==> src/rtl/mrc_pkg.sv <==
package mrc_pkg;
  typedef enum logic [1:0] {
    ST_IDLE    = 2'd0,
    ST_BUSY    = 2'd1,
    ST_SUCCESS = 2'd2,
    ST_DOWN    = 2'd3
  } mrc_status_e;

  typedef enum logic [1:0] {
    PH_IDLE   = 2'd0,
    PH_SEND   = 2'd1,
    PH_TXWAIT = 2'd2,
    PH_LISTEN = 2'd3
  } mrc_phase_e;
endpackage

==> src/rtl/mrc_timer.sv <==
module mrc_timer #(
  parameter int TIMEOUT_CYC = 5_000_000
) (
  input  logic clk,
  input  logic rst_n,
  input  logic start,
  input  logic run,
  output logic expire
);
  localparam int CW = $clog2(TIMEOUT_CYC + 1);
  localparam logic [CW-1:0] LAST = CW'(TIMEOUT_CYC - 1);

  logic [CW-1:0] cnt;

  always_ff @(posedge clk) begin
    if (!rst_n)                      cnt <= '0;
    else if (start)                  cnt <= '0;
    else if (run && cnt != LAST)     cnt <= cnt + 1'b1;
  end

  assign expire = run && (cnt == LAST);

  // the count never passes the last cycle of the window
  a_r4_timer_bound: assert property (@(posedge clk) disable iff (!rst_n)
    cnt <= LAST);
endmodule

==> src/rtl/mrc_reply_match.sv <==
module mrc_reply_match #(
  parameter int ADDR_W = 8
) (
  input  logic              listen,
  input  logic              rsp_valid,
  input  logic [ADDR_W-1:0] rsp_addr,
  input  logic              rsp_good,
  input  logic [ADDR_W-1:0] target,
  output logic              hit
);
  // only a good reply from the target inside a window qualifies
  always_comb begin
    hit = listen && rsp_valid && rsp_good && (rsp_addr == target);
  end
endmodule

==> src/rtl/mrc_seq.sv <==
module mrc_seq
  import mrc_pkg::*;
#(
  parameter int ADDR_W      = 8,
  parameter int MAX_RESENDS = 3,
  parameter int CNT_W       = $clog2(MAX_RESENDS + 2)
) (
  input  logic              clk,
  input  logic              rst_n,
  input  logic              req_valid,
  output logic              req_ready,
  input  logic [ADDR_W-1:0] req_addr,
  input  logic [1:0]        req_kind,
  output logic              send_valid,
  input  logic              send_ready,
  input  logic              tx_done,
  input  logic              hit,
  input  logic              expire,
  output logic              timer_start,
  output logic              listen,
  output logic [ADDR_W-1:0] target,
  output logic [1:0]        kind,
  output logic              done,
  output logic [1:0]        status,
  output logic [CNT_W-1:0]  att
);
  localparam logic [CNT_W-1:0] LIMIT = CNT_W'(MAX_RESENDS + 1);

  mrc_phase_e  phase;
  mrc_status_e st;

  assign req_ready   = (phase == PH_IDLE);
  assign send_valid  = (phase == PH_SEND);
  assign listen      = (phase == PH_LISTEN);
  assign timer_start = (phase == PH_TXWAIT) && tx_done;
  assign status      = st;

  always_ff @(posedge clk) begin
    if (!rst_n) begin
      phase  <= PH_IDLE;
      st     <= ST_IDLE;
      target <= '0;
      kind   <= '0;
      att    <= '0;
      done   <= 1'b0;
    end else begin
      done <= 1'b0;
      unique case (phase)
        PH_IDLE: if (req_valid) begin
          target <= req_addr;
          kind   <= req_kind;
          att    <= CNT_W'(1);
          st     <= ST_BUSY;
          phase  <= PH_SEND;
        end
        PH_SEND:   if (send_ready) phase <= PH_TXWAIT;
        PH_TXWAIT: if (tx_done)    phase <= PH_LISTEN;
        PH_LISTEN: begin
          if (hit) begin
            st    <= ST_SUCCESS;
            done  <= 1'b1;
            phase <= PH_IDLE;
          end else if (expire) begin
            if (att == LIMIT) begin
              st    <= ST_DOWN;
              done  <= 1'b1;
              phase <= PH_IDLE;
            end else begin
              att   <= att + 1'b1;
              phase <= PH_SEND;
            end
          end
        end
        default: phase <= PH_IDLE;
      endcase
    end
  end

  // a pending send request is held steady under back-pressure
  a_r3_send_hold: assert property (@(posedge clk) disable iff (!rst_n)
    send_valid && !send_ready |=> send_valid && $stable(target) && $stable(kind));

  // no new request is taken while a transaction is busy
  a_r2_busy_not_ready: assert property (@(posedge clk) disable iff (!rst_n)
    st == ST_BUSY |-> !req_ready);

  // a qualifying reply in the window completes with success
  a_r7_hit_success: assert property (@(posedge clk) disable iff (!rst_n)
    listen && hit |=> done && st == ST_SUCCESS);

  // slave-down is reported only after the full attempt budget
  a_r6_down_full: assert property (@(posedge clk) disable iff (!rst_n)
    done && st == ST_DOWN |-> att == LIMIT);

  // attempt count never exceeds the budget
  a_r5_attempt_cap: assert property (@(posedge clk) disable iff (!rst_n)
    att <= LIMIT);

  // completion is a single-cycle pulse
  a_r11_done_pulse: assert property (@(posedge clk) disable iff (!rst_n)
    done |=> !done);
endmodule

==> src/rtl/master_retry_ctrl.sv <==
module master_retry_ctrl #(
  parameter int ADDR_W      = 8,
  parameter int TIMEOUT_CYC = 5_000_000,
  parameter int MAX_RESENDS = 3,
  parameter int CNT_W       = $clog2(MAX_RESENDS + 2)
) (
  input  logic              clk,
  input  logic              rst_n,
  input  logic              req_valid,
  output logic              req_ready,
  input  logic [ADDR_W-1:0] req_addr,
  input  logic [1:0]        req_kind,
  output logic              send_valid,
  input  logic              send_ready,
  output logic [ADDR_W-1:0] send_addr,
  output logic [1:0]        send_kind,
  input  logic              tx_done,
  input  logic              rsp_valid,
  input  logic [ADDR_W-1:0] rsp_addr,
  input  logic              rsp_good,
  output logic              done,
  output logic [1:0]        status,
  output logic [CNT_W-1:0]  attempts,
  output logic [1:0]        done_kind
);
  logic              hit, expire, timer_start, listen;
  logic [ADDR_W-1:0] target;
  logic [1:0]        kind;

  mrc_seq #(.ADDR_W(ADDR_W), .MAX_RESENDS(MAX_RESENDS), .CNT_W(CNT_W)) u_seq (
    .clk(clk), .rst_n(rst_n),
    .req_valid(req_valid), .req_ready(req_ready),
    .req_addr(req_addr), .req_kind(req_kind),
    .send_valid(send_valid), .send_ready(send_ready),
    .tx_done(tx_done), .hit(hit), .expire(expire),
    .timer_start(timer_start), .listen(listen),
    .target(target), .kind(kind),
    .done(done), .status(status), .att(attempts)
  );

  mrc_timer #(.TIMEOUT_CYC(TIMEOUT_CYC)) u_timer (
    .clk(clk), .rst_n(rst_n),
    .start(timer_start), .run(listen), .expire(expire)
  );

  mrc_reply_match #(.ADDR_W(ADDR_W)) u_match (
    .listen(listen), .rsp_valid(rsp_valid), .rsp_addr(rsp_addr),
    .rsp_good(rsp_good), .target(target), .hit(hit)
  );

  assign send_addr = target;
  assign send_kind = kind;
  assign done_kind = kind;
endmodule

==> config.mk <==
export PLATFORM = sky130hd
export DESIGN_NAME = master_retry_ctrl
export DESIGN_NICKNAME = d
export VERILOG_FILES = /design/src/rtl/mrc_pkg.sv /design/src/rtl/mrc_timer.sv /design/src/rtl/mrc_reply_match.sv /design/src/rtl/mrc_seq.sv /design/src/rtl/master_retry_ctrl.sv
export SDC_FILE = /design/constraint.sdc
export NUM_CORES = 1
export LEC_CHECK = 0
export BUFFER_PORTS_ARGS = -buffer_cell sky130_fd_sc_hd__buf_2
export CAP_MARGIN = 25
export CELL_PAD_IN_SITES_DETAIL_PLACEMENT = 1
export CELL_PAD_IN_SITES_GLOBAL_PLACEMENT = 2
export CORE_MARGIN = 5
export CORE_UTILIZATION = 28
export CTS_CLUSTER_SIZE = 20
export DETAILED_ROUTE_END_ITERATION = 8
export GPL_ROUTABILITY_DRIVEN = 1
export PLACE_DENSITY = 0.78
export SYNTH_ARGS = -nofsm -noshare
export SYNTH_HDL_FRONTEND = slang
export SYNTH_SLANG_ARGS = --single-unit
export TNS_END_PERCENT = 50
==> constraint.sdc <==
create_clock -name clk -period 1.8 [get_ports clk]
set_clock_uncertainty 0.15 [all_clocks]
set_input_delay 0.27 -clock clk [delete_from_list [all_inputs] [get_ports clk]]
set_output_delay 0.27 -clock clk [all_outputs]
set_load 0.05 [all_outputs]
==> impl_results.md <==
* Largest net degree at the start of global routing at 22
* Core ar. at 7647 um^2
* Failing checks: setup timing
* Global-route wire length before repair at 11630 um
* Drc violations at 0
* Synth Warn # at 0
* GRT Overall Usage at 14.73%
* Post-synth cell types at 45
* Io pins at 45
* CP max stage delay at 420 ps
* Reg2reg start: u_timer.cnt[6]
* Async S/R FF share, synth at 0%
* Synth Flop Type: dfxtp_1
* Post-synth top area share at 37.74%
* TritonCTS clock tree: yes
* Cell Rows at 32
* Slew HR at 72.13%
* Post-Syn Instances at 262
* Synthesized area at 2175 um^2
* Mapped Nets at 294
* Final setup vio count at 30
* Fin Setup TNS at -2268 ps
* Vias in the first global route at 2398
* Max-Cap Viols at 0
* Tightest Pin Transition at 413.7 ps
* CTS Sinks at 41
* F_max at 514.7 MHz
* Unrepaired setup endpoints after global routing: yes
* Nets at 386
* Reg power frac at 38.0%
* Top cell by count, worst path: buf_6
* CTS hold repair buffers at 0
* Top cell type by total area after synthesis: dfxtp_1
* Starting Density at 28.44%
* Synth Area per Inst at 8.300 um^2
* Worst skew pair latency at 290 ps
* H-tree depth at 2
* Post-synth EDFFs at 0
* Gate power share at 40.3%
* Final Worst Setup Slack at -142.8 ps
* Clock share of power at 21.7%
* Switching Share at 40.95%
* Hold path startpoint: req_addr[0]
* Fin crit share at 107.9%
* Met2 GRT Util at 25.81%
* Fillers at 937
* Post-DR vias/cell at 4.947
* CTS Root Cell: clkbuf_8
* Chip width at 98.13 um
* Final min period at 1943 ps
* #FFs+latches synth at 41
* Register area share after synthesis at 37.74%
* Most Crowded Layer GR: met2
* DIE HEIGHT at 98.13 um
* Proportion of layout cells with a drive suffix above 1 at 43.10%
* CTS max path bufs at 2
* PD cells at 879.9 nW/um^2
* Worst setup SP type: register
* Drt first pass iters at 4
* Gp weighted congestion at 0.8007
* Worst min-delay path class: primary input to register
* Int Pwr at 1649 uW
* P_leak at 0.001290 uW
* Grt ovf at 0
* N_diodes at 0
* Pre-CTS WS at -273.3 ps
* Required time worst endpoint at 1880 ps
* Final WL at 6899 um
* Initial DRC count at 71
* Psw at 1144 uW
* CTS Buf Count at 5
* Status: finished, violations left
* Antenna viol nets, final at 0
* Initial antenna violation count at 0
* Via Count at 2261
* CP Data Arrival Time at 2020 ps
* Slew Limit Fails at 0
* CP endpoint kind: register
* Wire per inst at 15.10 um
* Met3 Use GR at 3.357%
* Die area at 9629 um^2
* CP Class: register to register
* Synth-to-Final Area Change at 45.97%
* M1 GR Usage at 18.44%
* Final Hold Vio Count at 0
* Largest cells by area after synthesis: dfxtp_1 (38%), nand2_1 (7.1%), a21oi_1 (5.8%), xor2_1 (5.6%), ha_1 (4.0%)
* Buffers added on ports at 44
* Worst-path maximum fanout at 6
* CP max stage cell: or4_4
* Synth top cells by count: dfxtp_1 (41), nand2_1 (41), a21oi_1 (25)
* Critical-path cell list: and4bb_2 -> nand3_4 -> buf_6 -> buf_6 -> o211ai_1 -> buf_4 -> or4_4 -> o21ai_2
* CTS clock-pin slew for the worst setup and hold paths at 80 ps
* CP startpoint: u_timer.cnt[6]
* Hpwl dp at 5248 um
* Maximum VDD drop at 0.5075 mV
[critical path: cells and delay by family, from the launching register on]
kind                   cells  cell delay (ps)
and+or+nand+nor            3              790
buffers and inverters      3              420
DFF                        1              360
AOI/OAI and AO/OA          2              160
[cells by family (layout without fill, tap and decap cells)]
kind of cell	Yosys count	in the layout	synth area share (%)
AO/OA/AOI/OAI	62	62	18.41
multiplexers	4	4	1.841
XOR/XNOR	16	16	6.444
adder cells (fa/ha/maj)	7	7	4.027
AND/OR/NAND/NOR	108	108	26.75
flip-flops	41	41	37.74
buffers and inverters	24	117	4.776
[timing repair]
| item | 4_1_cts | 5_1_grt |
|---|---|---|
| setup endpoints to repair | 32 | 35 |
| resized for setup | 31 | 15 |
| setup buffers | 3 | 1 |
| pin swaps | 21 | 14 |
[state kept, by name, summed over array words and instances, names as in the netlist]
| name | cells |
|---|---|
| u_seq.att | 3 |
| u_seq.phase | 2 |
| u_seq.done | 1 |
| u_seq.kind | 2 |
| u_seq.target | 8 |
| u_timer.cnt | 23 |
| u_seq.status | 2 |
[stage by stage]
step / utilization [%] / instances / total power [uW] / hold WS, ps / area [um^2]
floorplan: - / 262 / 1825 / 245.6 / 2237
global placement: 37.84 / 446 / 2139 / 306.4 / 2894
detailed placement: 37.84 / 446 / 2159 / 309.9 / 2894
CTS: 40.82 / 456 / 2821 / 37.13 / 3122
global route: 41.51 / 457 / 2962 / 43.66 / 3174
finish: 41.51 / 457 / 2793 / 44.16 / 3174
[worst paths after layout]
kind	endpoint	slack, ps	cells past startpoint
min reg2reg	u_seq.target[0]	320	2
max	u_timer.cnt[6]	-140	8
max reg2reg	u_timer.cnt[6]	-140	8
min	u_seq.target[0]	40	3
[metal layers]
metal | wire, um | share of wire, % | up-vias
met5 | 0 | 0 | -
met4 | 38 | 0.55 | 0
met3 | 241 | 3.5 | 4
met2 | 3498 | 51 | 34
met1 | 3120 | 45 | 1104
li1 | - | - | 1119
[layout by cell type, fill, tap and decap left out, types with 2 or more instances in the layout]
master / n
o2111ai_4: 2
o21ai_1: 6
nand3_1: 12
and3_1: 2
inv_1: 11
nor3b_1: 2
o21ai_0: 6
o31ai_2: 2
o2111ai_2: 5
a211oi_1: 2
nand2b_1: 4
buf_6: 9
dfxtp_1: 25
or4_1: 2
clkbuf_8: 5
dfxtp_2: 14
dfxtp_4: 2
or3_1: 7
and2_1: 3
or4_4: 3
buf_2: 43
xor2_1: 14
mux2i_1: 4
nor2_1: 15
a21oi_2: 2
o211ai_1: 2
nand4_1: 2
a21oi_1: 23
clkinv_2: 2
ha_1: 5
buf_4: 46
o31ai_1: 5
nand2_1: 40
[cell type report]
type	count	area (um^2)	share of cell area (%)
Multi-Input combinational cell	197	1415	44.58
Sequential cell	41	845.8	26.65
Timing Repair Buffer	98	661.9	20.85
Tap cell	102	127.6	4.020
Clock buffer	6	72.57	2.286
Inverter	11	41.29	1.301
Clock inverter	2	10.01	0.3153
[power groups by stage]
stage	Sequential, uW	Combinational [uW]	Clock, uW
2_1_floorplan	1280	549	0
4_1_cts	1060	1110	645
3_5_place_dp	1080	1080	0
5_1_grt	1070	1220	670
3_3_place_gp	1080	1060	0
6_report	1060	1120	606
No activity file was read; power rests on OpenSTA's default activity.
